--- src/rtl/pwm_period_cfg_pkg.sv ---
package pwm_period_cfg_pkg;

  localparam int NUM_STAGES      = 5;
  localparam int STAGE_W         = 3;
  localparam int LATENCY         = NUM_STAGES + 2;
  localparam int NUM_FIXED       = 3;
  localparam int FIXED_BASE_BITS = 8;

  localparam logic [1:0] KIND_FAST  = 2'd0;
  localparam logic [1:0] KIND_PHASE = 2'd1;

  localparam logic [3:0] MODE_PHASE_FIX0 = 4'd1;
  localparam logic [3:0] MODE_FAST_FIX0  = 4'd5;
  localparam logic [3:0] MODE_PF_CAP     = 4'd8;
  localparam logic [3:0] MODE_PF_CMPA    = 4'd9;
  localparam logic [3:0] MODE_PH_CAP     = 4'd10;
  localparam logic [3:0] MODE_PH_CMPA    = 4'd11;
  localparam logic [3:0] MODE_FAST_CAP   = 4'd14;
  localparam logic [3:0] MODE_FAST_CMPA  = 4'd15;

  typedef struct packed {
    logic               load;
    logic               scale;
    logic               step;
    logic [STAGE_W-1:0] stage;
    logic               finish;
  } ctlStrobes_t;

  function automatic int stageShift(input int s);
    case (s)
      0:       return 0;
      1, 2:    return 3;
      default: return 2;
    endcase
  endfunction

  function automatic int stageLimit(input int s, input int minRes);
    if (s < 2) return minRes * 8;
    return minRes * 4;
  endfunction

endpackage

--- src/rtl/pwm_period_cfg_ctrl.sv ---
module pwm_period_cfg_ctrl
  import pwm_period_cfg_pkg::*;
(
  input  logic        clk,
  input  logic        rst_n,
  input  logic        startI,
  output ctlStrobes_t ctlO,
  output logic        doneO
);

  typedef enum logic [1:0] {ST_IDLE, ST_SCALE, ST_SEARCH, ST_FINISH} state_e;

  state_e             stateQ;
  logic [STAGE_W-1:0] stageQ;

  always_comb begin
    ctlO.load   = (stateQ == ST_IDLE) && startI;
    ctlO.scale  = (stateQ == ST_SCALE);
    ctlO.step   = (stateQ == ST_SEARCH);
    ctlO.stage  = stageQ;
    ctlO.finish = (stateQ == ST_FINISH);
  end

  always_ff @(posedge clk or negedge rst_n) begin
    if (!rst_n) begin
      stateQ <= ST_IDLE;
      stageQ <= '0;
      doneO  <= 1'b0;
    end else begin
      doneO <= (stateQ == ST_FINISH);
      case (stateQ)
        ST_IDLE:   if (startI) stateQ <= ST_SCALE;
        ST_SCALE: begin
          stateQ <= ST_SEARCH;
          stageQ <= '0;
        end
        ST_SEARCH: begin
          if (stageQ == STAGE_W'(NUM_STAGES - 1)) stateQ <= ST_FINISH;
          else stageQ <= stageQ + 1'b1;
        end
        default:   stateQ <= ST_IDLE;
      endcase
    end
  end

endmodule

--- src/rtl/pwm_period_cfg_datapath.sv ---
module pwm_period_cfg_datapath
  import pwm_period_cfg_pkg::*;
#(
  parameter int CLK_MHZ  = 16,
  parameter int PERIOD_W = 32,
  parameter int TOP_W    = 16,
  parameter int MIN_RES  = 255
) (
  input  logic                clk,
  input  logic                rst_n,
  input  ctlStrobes_t         ctlI,
  input  logic [PERIOD_W-1:0] periodI,
  input  logic [1:0]          kindI,
  input  logic                useCmpAI,
  output logic [2:0]          clockSelO,
  output logic [3:0]          modeO,
  output logic [TOP_W-1:0]    topO
);

  localparam int TICK_W = PERIOD_W;
  localparam logic [PERIOD_W-1:0] ALL_ONES   = '1;
  localparam logic [PERIOD_W-1:0] CLK_W      = PERIOD_W'(CLK_MHZ);
  localparam logic [PERIOD_W-1:0] MAX_PERIOD = ALL_ONES / CLK_W;
  localparam logic [TICK_W-1:0]   TICK_MAX   = TICK_W'((64'd1 << TOP_W) - 64'd1);

  logic [PERIOD_W-1:0] periodQ;
  logic [1:0]          kindQ;
  logic                useCmpAQ;
  logic [TICK_W-1:0]   ticksQ;
  logic                decidedQ;
  logic [2:0]          clkSelQ;

  logic [TICK_W-1:0]   product;
  logic [TICK_W-1:0]   shifted;
  logic [TICK_W-1:0]   limitVal;
  logic [TICK_W-1:0]   capped;
  logic                lastStage;
  logic [NUM_FIXED-1:0] fixedHit;
  logic                substAllowed;
  logic [3:0]          modeNext;

  // Scaling and one rung of the divider ladder
  always_comb begin
    product   = periodQ * CLK_W;
    shifted   = ticksQ >> stageShift(int'(ctlI.stage));
    limitVal  = TICK_W'(stageLimit(int'(ctlI.stage), MIN_RES));
    capped    = (shifted > TICK_MAX) ? TICK_MAX : shifted;
    lastStage = (ctlI.stage == STAGE_W'(NUM_STAGES - 1));
  end

  // Width-limit detectors, one per fixed mode
  for (genvar w = 0; w < NUM_FIXED; w++) begin : g_fixed
    assign fixedHit[w] = (ticksQ == TICK_W'((64'd1 << (FIXED_BASE_BITS + w)) - 64'd1));
  end

  always_comb begin
    substAllowed = (kindQ == KIND_FAST) || (kindQ == KIND_PHASE);
    case (kindQ)
      KIND_FAST:  modeNext = useCmpAQ ? MODE_FAST_CMPA : MODE_FAST_CAP;
      KIND_PHASE: modeNext = useCmpAQ ? MODE_PH_CMPA   : MODE_PH_CAP;
      default:    modeNext = useCmpAQ ? MODE_PF_CMPA   : MODE_PF_CAP;
    endcase
    for (int w = 0; w < NUM_FIXED; w++) begin
      if (substAllowed && fixedHit[w]) begin
        modeNext = ((kindQ == KIND_FAST) ? MODE_FAST_FIX0 : MODE_PHASE_FIX0) + 4'(w);
      end
    end
  end

  always_ff @(posedge clk or negedge rst_n) begin
    if (!rst_n) begin
      periodQ   <= '0;
      kindQ     <= '0;
      useCmpAQ  <= 1'b0;
      ticksQ    <= '0;
      decidedQ  <= 1'b0;
      clkSelQ   <= '0;
      clockSelO <= '0;
      modeO     <= '0;
      topO      <= '0;
    end else begin
      if (ctlI.load) begin
        periodQ  <= (periodI > MAX_PERIOD) ? MAX_PERIOD : periodI;
        kindQ    <= kindI;
        useCmpAQ <= useCmpAI;
      end
      if (ctlI.scale) begin
        ticksQ   <= (kindQ == KIND_FAST) ? product : (product >> 1);
        decidedQ <= 1'b0;
        clkSelQ  <= '0;
      end
      if (ctlI.step && !decidedQ) begin
        decidedQ <= lastStage || (shifted <= limitVal);
        if (lastStage) begin
          ticksQ  <= capped;
          clkSelQ <= 3'(NUM_STAGES);
        end else begin
          ticksQ  <= shifted;
          if (shifted <= limitVal) clkSelQ <= 3'(ctlI.stage) + 3'd1;
        end
      end
      if (ctlI.finish) begin
        clockSelO <= clkSelQ;
        modeO     <= modeNext;
        topO      <= ticksQ[TOP_W-1:0];
      end
    end
  end

endmodule

--- src/rtl/pwm_period_cfg.sv ---
module pwm_period_cfg
  import pwm_period_cfg_pkg::*;
#(
  parameter int CLK_MHZ  = 16,
  parameter int PERIOD_W = 32,
  parameter int TOP_W    = 16,
  parameter int MIN_RES  = 255
) (
  input  logic                clk,
  input  logic                rst_n,
  input  logic                startI,
  input  logic [PERIOD_W-1:0] periodI,
  input  logic [1:0]          kindI,
  input  logic                useCmpAI,
  output logic [2:0]          clockSelO,
  output logic [3:0]          modeO,
  output logic [TOP_W-1:0]    topO,
  output logic                doneO
);

  ctlStrobes_t ctl;

  pwm_period_cfg_ctrl u_ctrl (
    .clk    (clk),
    .rst_n  (rst_n),
    .startI (startI),
    .ctlO   (ctl),
    .doneO  (doneO)
  );

  pwm_period_cfg_datapath #(
    .CLK_MHZ  (CLK_MHZ),
    .PERIOD_W (PERIOD_W),
    .TOP_W    (TOP_W),
    .MIN_RES  (MIN_RES)
  ) u_dp (
    .clk       (clk),
    .rst_n     (rst_n),
    .ctlI      (ctl),
    .periodI   (periodI),
    .kindI     (kindI),
    .useCmpAI  (useCmpAI),
    .clockSelO (clockSelO),
    .modeO     (modeO),
    .topO      (topO)
  );

endmodule

--- config.mk ---
export PLATFORM = sky130hd
export DESIGN_NAME = pwm_period_cfg
export DESIGN_NICKNAME = d
export VERILOG_FILES = /design/src/rtl/pwm_period_cfg_pkg.sv /design/src/rtl/pwm_period_cfg_ctrl.sv /design/src/rtl/pwm_period_cfg_datapath.sv /design/src/rtl/pwm_period_cfg.sv
export SDC_FILE = /design/constraint.sdc
export NUM_CORES = 1
export LEC_CHECK = 0
export CAP_MARGIN = 0
export CORE_ASPECT_RATIO = 0.6
export CORE_MARGIN = 2
export CORE_UTILIZATION = 53
export CTS_BUF_LIST = sky130_fd_sc_hd__clkbuf_4
export DETAILED_ROUTE_END_ITERATION = 8
export PLACE_DENSITY = 0.77
export SETUP_SLACK_MARGIN = 0.15
export SKIP_CTS_REPAIR_TIMING = 1
export SYNTH_ARGS = -nofsm -noshare
export SYNTH_HDL_FRONTEND = slang
export SYNTH_SLANG_ARGS = --single-unit
--- constraint.sdc ---
create_clock -name clk -period 3.3 [get_ports clk]
set_input_delay 0.99 -clock clk [delete_from_list [all_inputs] [get_ports clk]]
set_output_delay 0.99 -clock clk [all_outputs]
set_load 0.01 [all_outputs]
Word-level counts from Yosys, hierarchy flattened
Cells that the tools add are included.
{"block": "op_classes", "eq_ne": 13, "div_mod_pow": 0, "bitwise_logic": 0, "mux": 29, "n_lt_le_gt_ge": 4, "addsub": 3, "reduce_logical": 16, "multipliers": 0, "shift": 1}
{"cell": "$mux W32", "n": 5}
{"cell": "$eq A32 B10 Y1 const B", "n": 1}
{"cell": "$eq A32 B8 Y1 const B", "n": 1}
{"cell": "$eq A32 B9 Y1 const B", "n": 1}
{"cell": "$gt A32 B16 Y1 const B", "n": 1}
{"cell": "$gt A32 B28 Y1 const B", "n": 1}
{"cell": "$le A32 B11 Y1", "n": 1}
{"cell": "$shr A32 B2 Y32", "n": 1}
{"cell": "$mux W28", "n": 1}
{"cell": "$mux W11", "n": 2}
{"cell": "$mux W3", "n": 6}
{"cell": "$mux W4", "n": 3}
{"cell": "$pmux W4 S2", "n": 1}
{"cell": "$mux W1", "n": 6}
{"cell": "$ne A2 B2 Y1 const B", "n": 3}
{"cell": "$pmux W2 S3", "n": 1}
{"cell": "$pmux W3 S2", "n": 1}
{"cell": "$logic_and A1 B1 Y1", "n": 5}
{"cell": "$add A4 B1 Y4 const B", "n": 1}
{"cell": "$add A4 B2 Y4 const B", "n": 1}
{"cell": "$eq A2 B1 Y1 const B", "n": 2}
{"cell": "$eq A2 B2 Y1 const B", "n": 2}
{"cell": "$logic_not A2 Y1", "n": 2}
{"cell": "$mux W2", "n": 2}
{"cell": "12 further kinds", "n": 15}
{"block": "totals", "mem_count": 0, "ff_bits": 96, "mem_bits_rw": 0, "latchBits": 0, "inputBits": 38, "word_cells": 78, "romBits": 0, "output_inout_bits": 24}

Longest topological paths before layout
Gate-level depths: netlist (run 1).
{"block": "depth", "word_depth": 8, "depth_mapped": 16, "ltp_nobuf": 14}

Modules after synthesis
A second synthesis (run 1) with hierarchy kept.
{"block": "unflattened", "hier_cells": 597, "hier_area_um2": 5403.9}
{"module": "pwm_period_cfg_datapath", "area_per_inst_um2": 5001.0, "instances": 1, "seq_area_each_um2": 2252.2, "cells_each": 559}
{"module": "pwm_period_cfg_ctrl", "area_per_inst_um2": 402.9, "instances": 1, "seq_area_each_um2": 150.1, "cells_each": 38}

Least setup slack after synthesis (run 1)
OpenSTA, ideal clock, no wires.
{"block": "synth_timing", "path_type": "register -> register", "from": "register u_ctrl.stageQ[0]", "to": "register u_dp.clkSelQ[1]", "t_arrival_ns": 3.057, "setup_time_ns": 0.122, "t_required_ns": 3.178, "slack_ns": 0.122, "stages_incl_launch_ff": 17, "period_less_slack_ns": 3.178, "n_path_buf": 2, "path_cell_list": "dfrtp_1 > inv_1 > ha_1 > buf_2 > o21ba_2 > buf_2 > nor2_1 > a21oi_1 > o21ai_0 > ha_1 > nand3_1 > a211o_1 > nor4_1 > a2bb2oi_1 > and4b_4 > and2_1 > a32o_1"}
{"block": "synth_via", "elab_chain_cells": 8, "word_cells_on_any_way": 16, "cone_classes": "add/sub (1); order compare (2); eq/ne (3); shift (1); mux (7); reduce/logical (2)"}
{"item": "start, declared", "line_no": "pwm_period_cfg_ctrl.sv:14", "text": "logic [STAGE_W-1:0] stageQ;"}
{"item": "start signal, assigned", "line_no": "pwm_period_cfg_ctrl.sv:39", "text": "else stageQ <= stageQ + 1'b1;"}
{"item": "$eq A3 B1 Y1 / $eq A3 B2 Y1 (equally long branches)", "line_no": "pwm_period_cfg_pkg.sv:30", "text": "case (s)"}
{"item": "$reduce_or A2 Y1", "line_no": "pwm_period_cfg_pkg.sv:30"}
{"item": "$pmux W2 S2", "line_no": "pwm_period_cfg_pkg.sv:30"}
{"item": "$shr A32 B2 Y32", "line_no": "pwm_period_cfg_datapath.sv:45", "text": "shifted = ticksQ >> stageShift(int'(ctlI.stage));"}
{"item": "$le A32 B11 Y1", "line_no": "pwm_period_cfg_datapath.sv:99", "text": "if (shifted <= limitVal) clkSelQ <= 3'(ctlI.stage) + 3'd1;"}
{"item": "$mux W3", "line_no": "pwm_period_cfg_datapath.sv:99"}
{"item": "$mux W3 *", "line_no": "pwm_period_cfg_datapath.sv:94", "text": "if (lastStage) begin"}
{"item": "$mux W3 *", "line_no": "pwm_period_cfg_datapath.sv:92", "text": "if (ctlI.step && !decidedQ) begin"}
{"item": "end signal, assigned", "line_no": "pwm_period_cfg_datapath.sv:96", "text": "clkSelQ <= 3'(NUM_STAGES);"}
{"item": "end signal, assigned", "line_no": "pwm_period_cfg_datapath.sv:99"}
{"item": "end, declared", "line_no": "pwm_period_cfg_datapath.sv:31", "text": "logic [2:0] clkSelQ;"}
Mark *: on every way between the ends. The rest lies on a longest branch, timed or not.
A chain may end at the register's enable or synchronous reset.

Worst setup path after layout (run 1)
{"block": "layout_timing", "from": "register u_ctrl.stageQ[1]", "to": "register u_dp.ticksQ[4]"}
{"block": "layout_via", "elab_chain_cells": 8, "word_cells_on_any_way": 11, "cone_classes": "order compare (1); eq/ne (3); shift (1); mux (4); reduce/logical (2)"}
{"item": "$eq A3 B1 Y1 / $eq A3 B2 Y1 (equally long branches)", "line_no": "pwm_period_cfg_pkg.sv:30"}
{"item": "$reduce_or A2 Y1", "line_no": "pwm_period_cfg_pkg.sv:30"}
{"item": "$pmux W2 S2", "line_no": "pwm_period_cfg_pkg.sv:30"}
{"item": "$shr A32 B2 Y32", "line_no": "pwm_period_cfg_datapath.sv:45"}
{"item": "$gt A32 B16 Y1", "line_no": "pwm_period_cfg_datapath.sv:47", "text": "capped = (shifted > TICK_MAX) ? TICK_MAX : shifted;"}
{"item": "$mux W32", "line_no": "pwm_period_cfg_datapath.sv:47"}
{"item": "$mux W32 *", "line_no": "pwm_period_cfg_datapath.sv:94"}
{"item": "$mux W32 *", "line_no": "pwm_period_cfg_datapath.sv:92"}
{"item": "end signal, assigned", "line_no": "pwm_period_cfg_datapath.sv:88", "text": "ticksQ <= (kindQ == KIND_FAST) ? product : (product >> 1);"}
{"item": "end signal, assigned", "line_no": "pwm_period_cfg_datapath.sv:95", "text": "ticksQ <= capped;"}
{"item": "end signal, assigned", "line_no": "pwm_period_cfg_datapath.sv:98", "text": "ticksQ <= shifted;"}
{"item": "end, declared", "line_no": "pwm_period_cfg_datapath.sv:29", "text": "logic [TICK_W-1:0] ticksQ;"}
Marks and branches as above.

==> results.toml, run 1 <==
[status]
outcome = "completed"

[finish]
n_antenna_cell = 0
area_delta_synth_final_pct = 22.1
drive_gt1_share_pct = 18.0
post-route-util_pct = 67.5
nets = 723

[power_and_ir_drop]
ir_drop_v = 0.000636
p_leak_nw = 2.63
powerDensity_mw_per_mm2 = 1070
comb_power_share_pct = 61.4
clkPwrFrac_pct = 8.0
swShare_pct = 48.2
power_frac_seq_pct = 30.7
internal-power_w = 0.00375
switchingPower_w = 0.00349

[logic_synthesis]
synth_edf_count = 0
async_flop_share_pct = 100
synth_area_leaders = "dfrtp_1, o21ai_0, a21oi_1"
yosysMostFrequentCell = "dfrtp_1"
syn-num-nets = 659
synthFlopType = "dfrtp_1"
synth_top_area_share_pct = 43.4
syn_area_per_cell_um2 = 9.08
ys_seq_area_share_pct = 43.4
yosys.area.top_type = "dfrtp_1"
synthCells = 610
ys_ff_latch = 96
synth.distinct_cells = 64
syn_area_mm2 = 0.00554
synth_common_cells = "dfrtp_1, nand2_1, o21ai_0"
yosys_warnings = 0

[global_routing]
grt_pass1_vias = 4889
grt.total_usage_pct = 30.1
grt_pass1_wl_um = 26400
grt_max_degree = 58
antenna_found_initial = 0
grt-ovfl-total = 0

[floorplan]
coreArea_mm2 = 0.0100
initial_core_util_pct = 55.3
dieWidth_um = 136
rows = 28
ioPinCount = 62
die_height_um = 83.2
dieArea_mm2 = 0.0113

[timing]
rsz0062_at_grt = "yes"
fin_crit_ns = 3.12
finalMaxSlewViolations = 0
fin_crit_sh_pct = 94.5
whs_ns = 0.464
setup_viol_count_final = 0
fin_ws_ns = 0.181
relSlewSlack_pct = 25.0
hold_viol_final = 0
worst_pin_slew_ns = 1.13
fin_tns_setup_ns = 0
timing.fmax_ghz = 0.321
skew_ns = 0.0181

[place]
place_ws_ns = 0.0228
gp_congestion = 0.984
port_buffers = 61
dp_hpwl_um = 12000

[worst_hold_path]
min_path_type = "primary input to async pin"

[routing]
first_pass_iters = 5
ant_nets = 0
wl_per_cell_um = 20.7
drt-total-wl_um = 16800
drc_errors = 0
num_vias = 5248
drt_iter0_drc = 606
via_per_inst = 6.46

[clock_network]
cts_tree = "yes"
htree_levels = 3
path_clk_slew_ns = 0.15
cts_buffers = 9
clk_latency_ns = 0.49
cts.sinks = 96
clk_path_buf_depth = 2
root_buffer = "clkbuf_4"

[worst_setup_path]
cp_top_family = "compound AO/OA/AOI/OAI gates"
crit_type = "flop to flop"
worst_ep_required_time_ns = 3.63
critPathBufInv = 4
cp_slowest_cell = "dfrtp_2"
end_kind = "flop"
start_kind = "flop"
cp_cell_sequence = "inv_2 > ha_4 > buf_6 > or2_4 > or3_4 > o211ai_1 > a31oi_2 > a2111oi_4 > buf_4 > a21oi_4 > buf_12 > a2111oi_4 > a21oi_1"
arrival_ns = 3.45
crit_top_cell = "a2111oi_4"
critPathMaxStageDelay_ns = 0.46
path_max_fanout = 11

[job]
timing.max_cap.violations = 0
## per-stage QoR
step	cell area, um^2	total power (W)	instances
6_report	6760	0.00724	813
5_1_grt	6760	0.00775	813
4_1_cts	6510	0.00680	804
3_5_place_dp	6390	0.00622	789
3_3_place_gp	6390	0.00615	789
2_1_floorplan	5540	0.00472	610
## final timing paths
kind                                  startpoint               end  slack [ns]  depth (start not counted)
worst max register to register  u_ctrl.stageQ[1]    u_dp.ticksQ[4]        0.18                         13
worst max-delay path            u_ctrl.stageQ[1]    u_dp.ticksQ[4]        0.18                         13
max in group asynchronous                  rst_n  u_ctrl.stageQ[1]        2.11                          2
worst min-delay path                       rst_n   u_dp.periodQ[8]        0.46                          1
min in group clk                    u_dp.topO[5]      u_dp.topO[5]        0.53                          1
worst min register to register      u_dp.topO[5]      u_dp.topO[5]        0.53                          1
## layer usage
layer | track usage (%) | vias up | share of wire, %
li1 | - | 2383 | -
met1 | 45.1 | 2586 | 47
met2 | 45.0 | 252 | 43
met3 | 6.04 | 27 | 7.7
met4 | 6.53 | 0 | 1.6
met5 | 0 | - | 0
## area by class of cell
type	instances	area, um^2
clock buffers	9	67.6
flip-flops and latches	96	2400
clock inverters	6	46.3
well taps	135	169
repair buffers	107	1010
fillers	784	3260
multi-input cells	446	3000
inverters	14	55.1
## layout by cell type, fill, tap and decap left out, drive strengths merged, types with 2 or more instances in the layout
cell type      Yosys  final
inv               14     15
nand3             11     11
o21a               6      6
dfrtp             96     96
o22ai             13     13
nor2              33     33
o211ai            10     10
nor4               9      9
ha                11     11
a31oi              9      9
clkinv             0      2
and2               4      4
o21ai             65     65
nor3b              7      7
mux2              26     26
nor4b              5      5
mux2i              4      4
nor2b              7      7
clkinvlp           0      3
nand2b             3      3
a211o              3      3
o31ai              4      4
o22a              32     32
buf               16     46
a2bb2oi            3      3
clkdlybuf4s50      0     60
or2                3      3
a21oi             66     66
nand4              3      3
clkbuf            38     10
nor3               8      8
a22oi              7      7
a2111oi            4      4
o41ai              3      3
nand2             67     67
## kinds of logic (layout without fill, tap and decap cells)
family / after synthesis / after routing / synth area share [%]
AOI/OAI and AO/OA: 237 / 237 / 28.0
and+or+nand+nor: 167 / 167 / 14.9
DFF: 96 / 96 / 43.4
buffers and inverters: 68 / 136 / 5.06
muxes: 30 / 30 / 6.01
adders and majority gates: 11 / 11 / 2.49
xor gates and xnor gates: 1 / 1 / 0.158
## sequential cells by signal, indices dropped and copies added, names as in the netlist
signal	cells
u_ctrl.stageQ	3
u_dp.decidedQ	1
u_dp.clockSelO	3
u_dp.kindQ	2
u_dp.modeO	4
u_dp.ticksQ	32
u_dp.topO	16
u_dp.periodQ	28
u_dp.clkSelQ	3
u_ctrl.doneO	1
u_ctrl.stateQ	2
u_dp.useCmpAQ	1
## power groups by stage
| stage | clock [W] | sequential [W] | combinational (W) |
|---|---|---|---|
| after floorplan | 0 | 0.00197 | 0.00275 |
| after global placement | 0 | 0.00218 | 0.00397 |
| after detailed placement | 0 | 0.00219 | 0.00403 |
| after CTS | 0.000586 | 0.00217 | 0.00405 |
| after global routing | 0.000632 | 0.00227 | 0.00484 |
| final | 0.000576 | 0.00222 | 0.00444 |
Power figures use the tool's default switching activity.
==> inputs of run 2 (changes only) <==
--- a/config.mk
+++ b/config.mk
@@ -11,6 +11,7 @@
 export CORE_UTILIZATION = 53
 export CTS_BUF_LIST = sky130_fd_sc_hd__clkbuf_4
 export DETAILED_ROUTE_END_ITERATION = 8
+export HOLD_SLACK_MARGIN = 0.08
 export PLACE_DENSITY = 0.77
 export SETUP_SLACK_MARGIN = 0.15
 export SKIP_CTS_REPAIR_TIMING = 1
==> results of run 2 <==
No change in the layout: final DEF, timing and power equal those of run 1.
